**config.mk**
```make
export PLATFORM = sky130hd
export DESIGN_NAME = even_clk_divider
export DESIGN_NICKNAME = d
export VERILOG_FILES = /design/src/rtl/clkdiv_pkg.sv /design/src/rtl/tap_counter.sv /design/src/rtl/modulo_counter.sv /design/src/rtl/toggle_stage.sv /design/src/rtl/even_clk_divider.sv
export SDC_FILE = /design/constraint.sdc
export NUM_CORES = 1
export LEC_CHECK = 0
export BUFFER_PORTS_ARGS = -buffer_cell sky130_fd_sc_hd__buf_4
export CORE_UTILIZATION = 35
export DETAILED_ROUTE_END_ITERATION = 8
export HOLD_SLACK_MARGIN = 0.06
export MAX_ROUTING_LAYER = met4
export PLACE_DENSITY = 0.57
export SLEW_MARGIN = 30
export SYNTH_ARGS = -nofsm -noshare
export SYNTH_HDL_FRONTEND = slang
export SYNTH_HIERARCHICAL = 1
export SYNTH_SLANG_ARGS = --single-unit
```
**constraint.sdc**
```tcl
create_clock -name clk -period 3.5 [get_ports clk]
set_clock_uncertainty 0.05 [all_clocks]
set_input_delay 0.7 -clock clk [delete_from_list [all_inputs] [get_ports clk]]
set_output_delay 0.7 -clock clk [all_outputs]
set_load 0.02 [all_outputs]
```
**src/rtl/clkdiv_pkg.sv**
```systemverilog
package clkdiv_pkg;
    localparam int DEF_TAP_W   = 4;
    localparam int DEF_RATIO_W = 8;

    typedef enum logic {
        LEVEL_LOW  = 1'b0,
        LEVEL_HIGH = 1'b1
    } level_e;
endpackage

```
**src/rtl/tap_counter.sv**
```systemverilog
module tap_counter #(
    parameter int WIDTH = 4
) (
    input  logic             clk,
    input  logic             rst,
    output logic [WIDTH-1:0] taps_o
);
    localparam logic [WIDTH-1:0] STEP = WIDTH'(1);

    typedef struct packed {
        logic [WIDTH-1:0] cnt;
    } tap_state_t;

    tap_state_t st_d, st_q;

    always_comb begin
        st_d = st_q;
        if (rst) begin
            st_d.cnt = '0;
        end else begin
            st_d.cnt = st_q.cnt + STEP;
        end
    end

    always_ff @(posedge clk) begin
        st_q <= st_d;
    end

    assign taps_o = st_q.cnt;
endmodule

```
**src/rtl/modulo_counter.sv**
```systemverilog
module modulo_counter #(
    parameter int WIDTH = 8
) (
    input  logic             clk,
    input  logic             rst,
    input  logic [WIDTH-1:0] ratio_i,
    output logic             wrap_o,
    output logic [WIDTH-1:0] cnt_o,
    output logic [WIDTH-1:0] ratio_o
);
    localparam logic [WIDTH-1:0] ONE = WIDTH'(1);

    typedef struct packed {
        logic [WIDTH-1:0] cnt;
        logic [WIDTH-1:0] ratio;
    } mod_state_t;

    mod_state_t       st_d, st_q;
    logic [WIDTH-1:0] ratio_eff;
    logic             at_end;

    always_comb begin
        ratio_eff = (ratio_i == '0) ? ONE : ratio_i;
        at_end    = (st_q.cnt == (st_q.ratio - ONE));
        st_d      = st_q;
        if (rst) begin
            st_d.cnt   = '0;
            st_d.ratio = ratio_eff;
        end else if (at_end) begin
            st_d.cnt   = '0;
            st_d.ratio = ratio_eff;
        end else begin
            st_d.cnt   = st_q.cnt + ONE;
        end
    end

    always_ff @(posedge clk) begin
        st_q <= st_d;
    end

    assign wrap_o  = at_end && !rst;
    assign cnt_o   = st_q.cnt;
    assign ratio_o = st_q.ratio;
endmodule

```
**src/rtl/toggle_stage.sv**
```systemverilog
module toggle_stage
    import clkdiv_pkg::*;
(
    input  logic clk,
    input  logic rst,
    input  logic t_i,
    output logic q_o
);
    typedef struct packed {
        level_e lvl;
    } tog_state_t;

    tog_state_t st_d, st_q;

    always_comb begin
        st_d = st_q;
        if (rst) begin
            st_d.lvl = LEVEL_LOW;
        end else if (t_i) begin
            st_d.lvl = (st_q.lvl == LEVEL_HIGH) ? LEVEL_LOW : LEVEL_HIGH;
        end
    end

    always_ff @(posedge clk) begin
        st_q <= st_d;
    end

    assign q_o = (st_q.lvl == LEVEL_HIGH);
endmodule

```
**src/rtl/even_clk_divider.sv**
```systemverilog
module even_clk_divider #(
    parameter int TAP_W   = clkdiv_pkg::DEF_TAP_W,
    parameter int RATIO_W = clkdiv_pkg::DEF_RATIO_W
) (
    input  logic               clk,
    input  logic               rst,
    input  logic [RATIO_W-1:0] ratio_i,
    output logic [TAP_W-1:0]   taps_o,
    output logic               div_o,
    output logic               wrap_o
);
    logic [RATIO_W-1:0] mod_cnt;
    logic [RATIO_W-1:0] ratio_cur;
    logic               wrap_w;

    tap_counter #(.WIDTH(TAP_W)) u_taps (
        .clk    (clk),
        .rst    (rst),
        .taps_o (taps_o)
    );

    modulo_counter #(.WIDTH(RATIO_W)) u_mod (
        .clk     (clk),
        .rst     (rst),
        .ratio_i (ratio_i),
        .wrap_o  (wrap_w),
        .cnt_o   (mod_cnt),
        .ratio_o (ratio_cur)
    );

    toggle_stage u_tog (
        .clk (clk),
        .rst (rst),
        .t_i (wrap_w),
        .q_o (div_o)
    );

    assign wrap_o = wrap_w;
endmodule

```
==> results.json <==
{
  "p_switching_uw": 123,
  "worst_hold_slack_ps": 448,
  "numCtsBuffers": 3,
  "max_freq_mhz": 309,
  "postCtsSetupBuffers": 0,
  "ctsHtreeMaxLevel": 1,
  "period_share_pct": 92.4,
  "synthesis.area_mm2": 0.00110,
  "final_common_cell": "buf_4",
  "cts_tree": "done",
  "yosysWarnings": 6,
  "die-area_mm2": 0.00336,
  "status": "finished, final reports clean",
  "fillers": 294,
  "syn_nets": 124,
  "fin_cells": 155,
  "dr.pass1.iters": 4,
  "synth_top_area_share_pct": 23.7,
  "track_usage_pct": 15.4,
  "diodes": 0,
  "die_y_um": 58.0,
  "finalSetupTns_ps": 0,
  "finalSetupViolCount": 0,
  "worst_setup_path_startpoint": "u_mod/ratio_o[0]",
  "ys_seq_area_share_pct": 45.6,
  "synth.avg_cell_area_um2": 9.89,
  "rows": 19,
  "leakagePower_nw": 0.503,
  "p_int_uw": 343,
  "hold_viol": 0,
  "crit_arrival_ps": 2480,
  "first_global_vias": 874,
  "most-common-layout-cells": "buf_4, dfxtp_1, xnor2_1, edfxtp_1",
  "numClockSinks": 21,
  "viasPerCell": 5.68,
  "finalNetCount": 138,
  "ctsLongestPathBuffers": 2,
  "crit_fanout": 6,
  "ctsHoldBuffers": 0,
  "drtIter0Drc": 35,
  "clkPwrFrac_pct": 25.4,
  "setup.worst_path.end_class": "output port",
  "antenna_found_initial": 0,
  "rsz0062_at_grt": "false",
  "swShare_pct": 26.4,
  "synthTopCellsByArea": "dfxtp_1, edfxtp_1, xnor2_1",
  "io_pins": 16,
  "power_density_mw_per_mm2": 371,
  "cts_resized": 0,
  "grt_pass1_wl_um": 3800,
  "finalCoreUtilization_pct": 44.0,
  "portBuffers": 15,
  "ys_types": 33,
  "vias": 881,
  "hold_depth": 1,
  "area_growth_pct": 14.5,
  "grt_overflow": 0,
  "ys_seq_elements": 21,
  "core_mm2": 0.00285,
  "die_x_um": 58.0,
  "dp_hpwl_um": 1720,
  "clk_latency_ps": 300,
  "cts_root_buf": "clkbuf_4",
  "placed_cells": 151,
  "grt_start_max_net_pins": 12,
  "drive_gt1_share_pct": 21.0,
  "maxSlewViolCount": 0,
  "synthCells": 111,
  "required_ps": 2750,
  "drv_cap": 0,
  "max_slew_margin_pct": 72.6,
  "path_class": "flop to output port",
  "ir_drop_uv": 169,
  "initial_utilization_pct": 38.5,
  "cts.clk_slew.worst_paths_ps": 120,
  "drc": 0,
  "worst_r2r_path_depth": 7,
  "worstMarginPinSlew_ps": 407,
  "wire_per_inst_um": 14.4,
  "rr_startpoint": "u_mod/ratio_o[0]",
  "period_needed_ps": 3230,
  "yosysTopAreaCell": "dfxtp_1",
  "wl_um": 2230,
  "combPwrFrac_pct": 14.6,
  "hp-start": "u_taps/taps_o[0]",
  "ant_nets": 0,
  "seqPwrFrac_pct": 60.1,
  "place.gp.congestion": 0.768,
  "hold_class": "flop to flop",
  "start_kind": "flop"
}
-- synth_stat cells --
| library cell | count |
|---|---|
| clkbuf_1 | 7 |
| o211a_1 | 1 |
| nor2_1 | 7 |
| o21a_1 | 2 |
| nor2b_1 | 4 |
| mux2_4 | 1 |
| nor3_1 | 6 |
| o311a_1 | 1 |
| ha_1 | 3 |
| nor4_1 | 3 |
| a31o_1 | 1 |
| nand2_1 | 6 |
| and3b_2 | 1 |
| o22a_2 | 1 |
| nand3_1 | 4 |
| a21o_1 | 1 |
| dfxtp_1 | 13 |
| o211ai_1 | 1 |
| or3_4 | 1 |
| a311oi_2 | 1 |
| o31ai_1 | 1 |
| xnor2_1 | 8 |
| inv_1 | 3 |
| o31a_1 | 1 |
| edfxtp_1 | 8 |
| xor2_1 | 5 |
| o21ai_0 | 4 |
| nor4_2 | 1 |
| and3_1 | 3 |
| a31oi_2 | 1 |
| a21oi_1 | 3 |
| a31oi_1 | 7 |
| o22ai_1 | 1 |
-- cell type report --
type | instances | area (um2) | area share (%)
multi-input cells | 80 | 559 | 44.5
flip-flops and latches | 21 | 500 | 39.8
repair buffers | 16 | 120 | 9.56
well taps | 31 | 38.8 | 3.09
clock buffers | 4 | 26.3 | 2.09
inverters | 3 | 11.3 | 0.896
-- sequential cells by signal, summed over array words and instances, names as in the netlist --
signal and count:
u_mod/cnt_o 8, u_mod/ratio_o 8, u_taps/taps_o 4, u_tog/q_o 1
-- power by group through the flow --
stage          Sequential, mW  Combinational [mW]  Clock [mW]
6_report                0.280              0.0680       0.118
3_5_place_dp            0.286              0.0677           0
5_1_grt                 0.283              0.0751       0.138
4_1_cts                 0.280              0.0681       0.124
3_3_place_gp            0.285              0.0663           0
2_1_floorplan           0.285              0.0427           0
-- worst paths after layout --
check	end	slack [ps]
worst min-delay path	u_taps/taps_o[0]	450
worst min register to register	u_taps/taps_o[0]	450
worst max register to register	u_mod/ratio_o[3]	1160
worst max-delay path	wrap_o	270
-- cell families after synthesis --
group                      after synthesis  share of synthesized area (%)
buffers and inverters                   10                           3.42
DFF                                     21                           45.6
xor gates and xnor gates                13                           10.4
AOI/OAI and AO/OA                       27                           18.0
adders and majority gates                3                           3.42
and+or+nand+nor                         36                           17.8
muxes                                    1                           1.37
-- metrics by stage --
step	setup WS [ps]	instance area (um2)	power, mW
2_1_floorplan	495	1100	0.328
3_3_place_gp	669	1230	0.351
3_5_place_dp	612	1230	0.353
4_1_cts	252	1260	0.473
5_1_grt	121	1260	0.495
6_report	267	1260	0.466
-- worst max-delay path, stage by stage, from the launching register on --
cell and delay, ps:
edfxtp_1 460, inv_1 70, ha_1 260, nor2b_1 150, or3_4 380, a31o_1 240
nor4_1 400, buf_4 220
-- metal layers --
metal  vias to the layer above  routed length [um]  track usage, %
li1                        431                   -               -
met1                       433                1090            19.0
met2                        17                1090            25.5
met3                         0                  53            2.01
met4                         0                   0            6.12
met5                         -                   0               -
Note: power is estimated with default switching activity, not from simulation.
